--- config.mk ---
export PLATFORM = sky130hd
export DESIGN_NAME = flash_wstat
export DESIGN_NICKNAME = d
export VERILOG_FILES = /design/src/rtl/flash_wstat_pkg.sv /design/src/rtl/flash_wstat_timer.sv /design/src/rtl/flash_wstat_array.sv /design/src/rtl/flash_wstat_rdmux.sv /design/src/rtl/flash_wstat.sv
export SDC_FILE = /design/constraint.sdc
export NUM_CORES = 1
export LEC_CHECK = 0
export BUFFER_PORTS_ARGS = -buffer_cell sky130_fd_sc_hd__buf_4
export CORE_MARGIN = 2
export CORE_UTILIZATION = 50
export CTS_CLUSTER_DIAMETER = 60
export DETAILED_ROUTE_END_ITERATION = 10
export GPL_ROUTABILITY_DRIVEN = 0
export GPL_TIMING_DRIVEN = 0
export PLACE_DENSITY = 0.76
export SYNTH_ARGS = -nofsm -noshare
export SYNTH_HDL_FRONTEND = slang
export SYNTH_HIERARCHICAL = 1
export SYNTH_SLANG_ARGS = --single-unit
export TNS_END_PERCENT = 30
--- constraint.sdc ---
create_clock -name clk -period 3.57 [get_ports clk]
set_clock_uncertainty 0.2 [all_clocks]
set_input_delay 0.714 -clock clk [delete_from_list [all_inputs] [get_ports clk]]
set_output_delay 0.714 -clock clk [all_outputs]
set_load 0.01 [all_outputs]
--- src/rtl/flash_wstat_pkg.sv ---
package flash_wstat_pkg;
   typedef enum logic [2:0] {
      ST_IDLE,
      ST_PROG,
      ST_ERASE,
      ST_FAKE,
      ST_SUSP
   } fws_state_e;
endpackage

--- src/rtl/flash_wstat_timer.sv ---
module flash_wstat_timer #(
   parameter int CNT_W = 6
) (
   input  logic             clk,
   input  logic             rst_n,
   input  logic             load,
   input  logic [CNT_W-1:0] load_val,
   input  logic             run,
   output logic [CNT_W-1:0] cnt,
   output logic             expired
);
   always_ff @(posedge clk or negedge rst_n) begin
      if (!rst_n)
         cnt <= '0;
      else if (load)
         cnt <= load_val;
      else if (run && (cnt != '0))
         cnt <= cnt - 1'b1;
   end

   assign expired = (cnt == '0);
endmodule

--- src/rtl/flash_wstat_array.sv ---
module flash_wstat_array #(
   parameter int ADDR_W = 6,
   parameter int DATA_W = 8,
   parameter int SECT_W = 2
) (
   input  logic                 clk,
   input  logic                 wr_en,
   input  logic [ADDR_W-1:0]    wr_addr,
   input  logic [DATA_W-1:0]    wr_data,
   input  logic                 er_en,
   input  logic [(1<<SECT_W)-1:0] er_mask,
   input  logic [ADDR_W-1:0]    rd_addr,
   output logic [DATA_W-1:0]    rd_q
);
   localparam int DEPTH = 1 << ADDR_W;

   logic [DATA_W-1:0] mem [DEPTH];

   for (genvar w = 0; w < DEPTH; w++) begin : g_word
      localparam logic [ADDR_W-1:0] WADDR = ADDR_W'(w);
      localparam int SECT = w >> (ADDR_W - SECT_W);
      always_ff @(posedge clk) begin
         if (er_en && er_mask[SECT])
            mem[w] <= '1;
         else if (wr_en && (wr_addr == WADDR))
            mem[w] <= mem[w] & wr_data;
      end
   end

   assign rd_q = mem[rd_addr];
endmodule

--- src/rtl/flash_wstat_rdmux.sv ---
module flash_wstat_rdmux #(
   parameter int DATA_W = 8
) (
   input  logic              clk,
   input  logic              rst_n,
   input  logic              rd_en,
   input  logic              clr_tog,
   input  logic              active,
   input  logic              suspended,
   input  logic              poll,
   input  logic [DATA_W-1:0] arr_q,
   output logic [DATA_W-1:0] rd_data,
   output logic              tog_q
);
   localparam int LOW_W = DATA_W - 2;

   always_ff @(posedge clk or negedge rst_n) begin
      if (!rst_n) begin
         rd_data <= '0;
         tog_q   <= 1'b0;
      end else begin
         if (clr_tog)
            tog_q <= 1'b0;
         else if (rd_en && active)
            tog_q <= ~tog_q;

         if (rd_en) begin
            if (active)
               rd_data <= {poll, tog_q, {LOW_W{1'b0}}};
            else if (suspended)
               rd_data <= {1'b1, tog_q, {LOW_W{1'b0}}};
            else
               rd_data <= arr_q;
         end
      end
   end
endmodule

--- src/rtl/flash_wstat.sv ---
module flash_wstat
   import flash_wstat_pkg::*;
#(
   parameter int ADDR_W     = 6,
   parameter int DATA_W     = 8,
   parameter int SECT_W     = 2,
   parameter int PROG_CYC   = 12,
   parameter int ERASE_CYC  = 40,
   parameter int PPROT_CYC  = 5,
   parameter int EPROT_CYC  = 20
) (
   input  logic                    clk,
   input  logic                    rst_n,
   input  logic                    cmd_go,
   input  logic                    cmd_erase,
   input  logic [ADDR_W-1:0]       cmd_addr,
   input  logic [DATA_W-1:0]       cmd_data,
   input  logic [(1<<SECT_W)-1:0]  erase_sel,
   input  logic [(1<<SECT_W)-1:0]  prot_map,
   input  logic                    susp_req,
   input  logic                    rd_en,
   input  logic [ADDR_W-1:0]       rd_addr,
   output logic [DATA_W-1:0]       rd_data,
   output logic                    busy_n
);
   localparam int NSECT = 1 << SECT_W;
   localparam int MAX_A = (PROG_CYC > PPROT_CYC) ? PROG_CYC : PPROT_CYC;
   localparam int MAX_B = (ERASE_CYC > EPROT_CYC) ? ERASE_CYC : EPROT_CYC;
   localparam int MAXC  = (MAX_A > MAX_B) ? MAX_A : MAX_B;
   localparam int CNT_W = $clog2(MAXC + 1);

   if (DATA_W < 2) begin : g_bad_data
      $error("DATA_W must hold the polling and toggle bits");
   end
   if (SECT_W < 1 || SECT_W > ADDR_W) begin : g_bad_sect
      $error("SECT_W must lie in 1..ADDR_W");
   end
   if (PROG_CYC < 1 || ERASE_CYC < 1 || PPROT_CYC < 1 || EPROT_CYC < 1) begin : g_bad_len
      $error("every window length must be at least one cycle");
   end

   fws_state_e          st;
   logic [ADDR_W-1:0]   op_addr;
   logic [DATA_W-1:0]   op_data;
   logic                op_erase;
   logic [NSECT-1:0]    er_mask;
   logic [NSECT-1:0]    cmd_mask;
   logic                cmd_prot;
   logic [CNT_W-1:0]    cnt, load_val;
   logic                expired, run, accept;
   logic                wr_en, er_en, active, poll, tog_q;
   logic [DATA_W-1:0]   arr_q;

   assign accept   = (st == ST_IDLE) && cmd_go;
   assign cmd_mask = erase_sel & ~prot_map;
   assign cmd_prot = prot_map[cmd_addr[ADDR_W-1 -: SECT_W]];

   always_comb begin
      if (cmd_erase)
         load_val = (cmd_mask != '0) ? CNT_W'(ERASE_CYC - 1) : CNT_W'(EPROT_CYC - 1);
      else
         load_val = cmd_prot ? CNT_W'(PPROT_CYC - 1) : CNT_W'(PROG_CYC - 1);
   end

   assign run = (st == ST_PROG) || (st == ST_FAKE) || ((st == ST_ERASE) && !susp_req);

   always_ff @(posedge clk or negedge rst_n) begin
      if (!rst_n) begin
         st       <= ST_IDLE;
         op_addr  <= '0;
         op_data  <= '0;
         op_erase <= 1'b0;
         er_mask  <= '0;
      end else begin
         unique case (st)
            ST_IDLE: if (cmd_go) begin
               op_addr  <= cmd_addr;
               op_data  <= cmd_data;
               op_erase <= cmd_erase;
               er_mask  <= cmd_mask;
               if (cmd_erase)
                  st <= (cmd_mask != '0) ? ST_ERASE : ST_FAKE;
               else
                  st <= cmd_prot ? ST_FAKE : ST_PROG;
            end
            ST_PROG, ST_FAKE: if (expired) st <= ST_IDLE;
            ST_ERASE: begin
               if (susp_req)     st <= ST_SUSP;
               else if (expired) st <= ST_IDLE;
            end
            ST_SUSP: if (!susp_req) st <= ST_ERASE;
            default: st <= ST_IDLE;
         endcase
      end
   end

   assign wr_en  = (st == ST_PROG) && expired;
   assign er_en  = (st == ST_ERASE) && !susp_req && expired;
   assign active = (st == ST_PROG) || (st == ST_ERASE) || (st == ST_FAKE);
   assign poll   = op_erase ? 1'b0 : ~op_data[DATA_W-1];
   assign busy_n = ~active;

   flash_wstat_timer #(.CNT_W(CNT_W)) u_timer (
      .clk(clk), .rst_n(rst_n), .load(accept), .load_val(load_val),
      .run(run), .cnt(cnt), .expired(expired)
   );

   flash_wstat_array #(.ADDR_W(ADDR_W), .DATA_W(DATA_W), .SECT_W(SECT_W)) u_array (
      .clk(clk), .wr_en(wr_en), .wr_addr(op_addr), .wr_data(op_data),
      .er_en(er_en), .er_mask(er_mask), .rd_addr(rd_addr), .rd_q(arr_q)
   );

   flash_wstat_rdmux #(.DATA_W(DATA_W)) u_rdmux (
      .clk(clk), .rst_n(rst_n), .rd_en(rd_en), .clr_tog(accept),
      .active(active), .suspended(st == ST_SUSP), .poll(poll),
      .arr_q(arr_q), .rd_data(rd_data), .tog_q(tog_q)
   );


   busy_ignore_chk: assert property (@(posedge clk) disable iff (!rst_n)
      (st != ST_IDLE && cmd_go) |=> ($stable(op_addr) && $stable(op_data) && $stable(op_erase)));


   tog_flip_chk: assert property (@(posedge clk) disable iff (!rst_n)
      (active && rd_en) |=> (tog_q != $past(tog_q)));


   susp_hold_chk: assert property (@(posedge clk) disable iff (!rst_n)
      (st == ST_SUSP) |=> $stable(cnt));


   prog_end_chk: assert property (@(posedge clk) disable iff (!rst_n)
      (st == ST_PROG && expired) |=> (st == ST_IDLE && busy_n));


   erase_mask_chk: assert property (@(posedge clk) disable iff (!rst_n)
      (st == ST_ERASE) |-> (er_mask != '0));
endmodule

; Word level (Yosys, flattened, before mapping)
; Memories as Yosys holds them, arrays and structs flattened.
; Index checks and enable logic that the tools add are counted.
[totals]
ff_bits = 37
ramBits = 512
output_inout_bits = 9
memories = 1
[op_classes]
add_sub_neg = 1
magnitude_cmp = 1
n_eq_ne = 69
n_mux = 284
bitwise_logic = 133
n_reduce_logical = 89
[mem_list]
columns = name, words, word_bits, rd, rd_clocked_by_memory_dff, write_ports, line_no
row1 = u_array.mem, 64, 8, 65, 0, 64, flash_wstat_array.sv:17  ; logic [DATA_W-1:0] mem [DEPTH];
[ops]
columns = operator, count
row1 = 2-to-1 mux 8 bit, 66
row2 = bitwise AND 8 bit, 64
row3 = 2-to-1 mux 1 bit, 205
row4 = "equality test 6 bit, second input constant", 32
row5 = "equality test 6 x 5 -> 1 bit, second input constant", 16
row6 = logical AND 1 bit, 74
row7 = OR 1 bit, 64
row8 = "equality test 6 x 4 -> 1 bit, second input constant", 8
row9 = "equality test 6 x 3 -> 1 bit, second input constant", 4
row10 = 2-to-1 mux 6 bit, 4
row11 = "equality test 6 x 2 -> 1 bit, second input constant", 2
row12 = logical NOT 6 bit, 2
row13 = 2-to-1 mux 3 bit, 4
row14 = case mux 3 bit (4 select lines), 1
row15 = "equality test 3 x 2 -> 1 bit, second input constant", 2
row16 = "equality test 6 x 1 -> 1 bit, second input constant", 1
row17 = nonzero test 6 bit, 1
row18 = "subtractor 6 x 1 -> 6 bit, second input constant", 1
row19 = bitwise AND 4 bit, 1
row20 = logical OR 1 bit, 4
row21 = 2-to-1 mux 2 bit, 2
row22 = 2-to-1 mux 4 bit, 1
row23 = "!= test 2 bit, second input constant", 2
row24 = inverter 4 bit, 1
row25 = 11 further kinds, 15

; Depth between registers and ports, before layout
[depth]
ltp_word = 7
mapped_depth = 12
ltp_nobuf = 10

; Hierarchy
; Netlist, hierarchy kept.
[modules_own_cells]
columns = mod, n_inst, cells_per_inst, area_per_inst_um2
row1 = flash_wstat_array, 1, 1779, 24549.8
row2 = flash_wstat, 1, 88, 1056.0
row3 = flash_wstat_timer, 1, 50, 424.2
row4 = flash_wstat_rdmux, 1, 42, 402.9

; Worst setup path after synthesis
; OpenSTA, ideal clock, no wires.
[synth_path]
path_type = reg-to-reg
start = register u_timer.cnt[2]
end = memory u_array.mem[7][0], enable pin
t_arrival_ps = 2839
required_time_ps = 2986
slack_ps = 147
path_stages_with_launch = 9
synth_period_minus_slack_ps = 3423
path_cell_list = dfrtp_1 or3_4 nor2_1 inv_1 nor4b_1 or3b_1 buf_2 clkbuf_1 o21ai_0
[synth_rtl]
columns = element, line_no
row1 = start: declaration, flash_wstat_timer.sv:9  ; output logic [CNT_W-1:0] cnt,
row2 = start signal: assignment, flash_wstat_timer.sv:16  ; cnt <= load_val;
row3 = start signal: assignment, flash_wstat_timer.sv:18  ; cnt <= cnt - 1'b1;
row4 = end: declaration, flash_wstat_array.sv:17

==> impl_metrics.yaml <==
yosys:
  synth_cell_types: 66
  synth_fp_nets: 1995
  synth_common_cells: "edfxtp_1, nand2_1, a21o_1, mux4_2, o21ai_0"
  synth_area_leaders: "edfxtp_1, mux4_2, a21o_1"
  syn_inst: 1959
  syn-cell-area_um2: 26400
  yosysTopAreaCellShare: 0.582
  synth_top_area_cell: "edfxtp_1"
  async_flop_share: 0.0674
  synth_edf_count: 512
  synth_seq_area_share: 0.617
  synth_top_flop_cell: "edfxtp_1"
  avgSynthCellArea_um2: 13.5
  synth_warnings: 6
  synth.most_common_cell: "edfxtp_1"
  ys_ff_latch: 549
place:
  dp_slack_ns: -1.07
  place_hpwl_um: 57200
  portBuffers: 37
  postPlaceCellArea_um2: 27600
power:
  clkPwrFrac: 0.348
  cellPowerDensity_nw_per_um2: 585
  p_seq_frac: 0.420
  switchingPower_mw: 5.90
  swShare: 0.336
  p_leak_nw: 7.95
  peakVddDrop_uv: 453
  p_int_mw: 11.7
  combPwrFrac: 0.233
drt:
  drtPass1Iterations: 6
  wl_per_cell_um: 28.7
  drt-initial-drc-count: 2870
  ant_nets: 0
  drt_wl_total_um: 80600
  drc_errors: 0
  via_per_inst: 6.74
  vias: 18900
clock_tree:
  clockRootBuffer: "clkbuf_16"
  insertion_delay_ns: 0.63
  ctsLongestPathBuffers: 3
  cts_tree: "done"
  clock_sinks: 549
  clkTransAtPathRegs_ns: 0.06
  numCtsBuffers: 56
  htreeDepth: 2
timing:
  rsz0062_at_grt: "true"
  worst_pin_slew_ns: 1.42
  setup_slack_ns: -0.0222
  timing.final.crit_share: 1.01
  setup_violations: 5
  fin_hold_ws_ns: 0.108
  relSlewSlack: 0.0452
  finalHoldViolCount: 0
  setup_tns_ns: -0.0502
  finalMaxSlewViolations: 0
  post-route-min-period_ns: 3.59
  timing.fmax_mhz: 278
global_route:
  grt_pass1_vias: 18400
  grt_usage: 0.297
  grt_start_max_net_pins: 38
  grt_overflow: 0
  grt_pass1_wl_um: 118000
  antenna_found_initial: 2
die:
  die_y_um: 234
  coreArea_um2: 52400
  die_width_um: 234
  ioPinCount: 43
  start_util: 0.504
  die-area_um2: 54700
  row_count: 84
run_status:
  violations: "setup timing"
  status: "finished, violations left"
setup_path:
  crit_required_ns: 3.71
  critical_path.max_fanout: 9
  end_kind: "register"
  slowest_stage: "nor2_2"
  arrival_ns: 3.74
  startpoint_type: "register"
  slowest_delay_ns: 0.47
  r2r_setup_slack_ns: -0.02
  path_cells: "inv_1 > ha_2 > nand2b_1 > nor2_2 > inv_1 > nor4b_4 > buf_4 > or3b_1 > buf_2 > nand2b_1 > nor2_2 > nand2_1"
  crit_type: "reg2reg"
layout:
  nNetsFinal: 2109
  area_growth_pct: 13.6
  final_area_um2: 30000
  utilization: 0.572
  drive_above_1_share: 0.196
run:
  cap_viol_max_count: 0
hold_path:
  hp-class: "in2reg"
==> path summary, 6_finish.rpt <==
| kind | cells after the start | end | start |
|---|---|---|---|
| worst min-delay path | 2 | op_addr[0]$_DFFE_PN0P_ | cmd_addr[0] |
| max in group asynchronous | 2 | op_addr[1]$_DFFE_PN0P_ | rst_n |
| worst max-delay path | 12 | u_array/mem[7][3]$_SDFFCE_PN1P_ | u_timer/cnt[0]$_DFFE_PN0P_ |
| worst min register to register | 1 | op_data[0]$_DFFE_PN0P_ | op_data[0]$_DFFE_PN0P_ |
| min in group asynchronous | 2 | u_rdmux/rd_data[3]$_DFFE_PN0P_ | rst_n |
| worst max register to register | 12 | u_array/mem[7][3]$_SDFFCE_PN1P_ | u_timer/cnt[0]$_DFFE_PN0P_ |
==> kinds of logic after synthesis <==
family,share of synthesized area
flops,0.617
xor+xnor,0.000663
mux,0.119
simple gates,0.0905
fa+ha+maj,0.000947
compound gates,0.143
buf+inv,0.0286
==> placed cells by master, fill, tap and decap left out, drive strengths merged, types with 3 or more instances in the layout <==
cell type / netlist / routed
nand4: 3 / 3
mux2: 15 / 15
a21o: 352 / 352
mux2i: 6 / 6
nand2: 457 / 457
o31ai: 11 / 11
and2: 3 / 3
nand2b: 16 / 16
buf: 53 / 109
nand3b: 5 / 5
edfxtp: 512 / 512
clkinvlp: 0 / 3
o21ai: 86 / 86
nor2b: 15 / 15
nor3: 7 / 7
a21oi: 17 / 17
nor2: 40 / 40
or3: 3 / 3
a211oi: 14 / 14
o221ai: 8 / 8
inv: 16 / 19
dfrtp: 37 / 37
a31oi: 10 / 10
nor3b: 3 / 3
mux4: 128 / 128
clkbuf: 75 / 141
nand3: 10 / 10
bufinv: 0 / 9
o22ai: 27 / 27
clkinv: 1 / 23
==> state kept, by name, summed over array words and instances (netlist names) <==
| name | flops |
|---|---|
| st | 3 |
| op_erase | 1 |
| er_mask | 4 |
| u_rdmux/tog_q | 1 |
| u_timer/cnt | 6 |
| op_data | 8 |
| u_array/mem | 512 |
| u_rdmux/rd_data | 8 |
| op_addr | 6 |
==> power groups by stage <==
stage          Sequential [mW]  Clock [mW]  Combinational [mW]
2_1_floorplan             7.41           0                2.09
3_3_place_gp              7.46           0                3.63
3_5_place_dp              7.47           0                3.70
4_1_cts                   7.34        6.15                3.77
5_1_grt                   7.39        6.38                4.20
6_report                  7.37        6.11                4.08
==> stage by stage <==
stage,instances,power [mW]
2_1_floorplan,1959,9.50
3_3_place_gp,2684,11.1
3_5_place_dp,2690,11.2
4_1_cts,2796,17.3
5_1_grt,2807,18.0
6_report,2809,17.6
==> worst max-delay path, delay by kind of cell, from the launching register on <==
family / cells / cell delay [ns]
fa+ha+maj: 1 / 0.22
buf+inv: 4 / 0.67
simple gates: 7 / 1.81
flops: 1 / 0.40
==> routing by layer <==
layer | GRT usage | share of wire | up-vias
met5 | 0.00893 | 0.00084 | -
met4 | 0.146 | 0.055 | 4
met1 | 0.379 | 0.35 | 9418
li1 | - | - | 7695
met3 | 0.103 | 0.14 | 296
met2 | 0.453 | 0.45 | 1530
==> final cells by class <==
type	count	area (µm²)
fill	4008	22400
multi-input combinational	1265	9720
buffer	128	719
clock inverter	37	447
inverter	17	63.8
sequential	549	16300
tap	688	861
clock buffer	67	1450
antenna	2	5.00
timing repair buffer	56	448
==> timing repair <==
| action | in CTS | in global routing |
|---|---|---|
| hold buffers | 1 | 0 |
| pin swaps | 1 | 9 |
| hold endpoints to repair | 37 | 0 |
| gates resized for setup | 87 | 68 |
| endpoints found under the setup margin | 1024 | 960 |
| buffers inserted | 1 | 11 |
| gates cloned | 0 | 0 |
No activity file was read; power rests on OpenSTA's default activity.
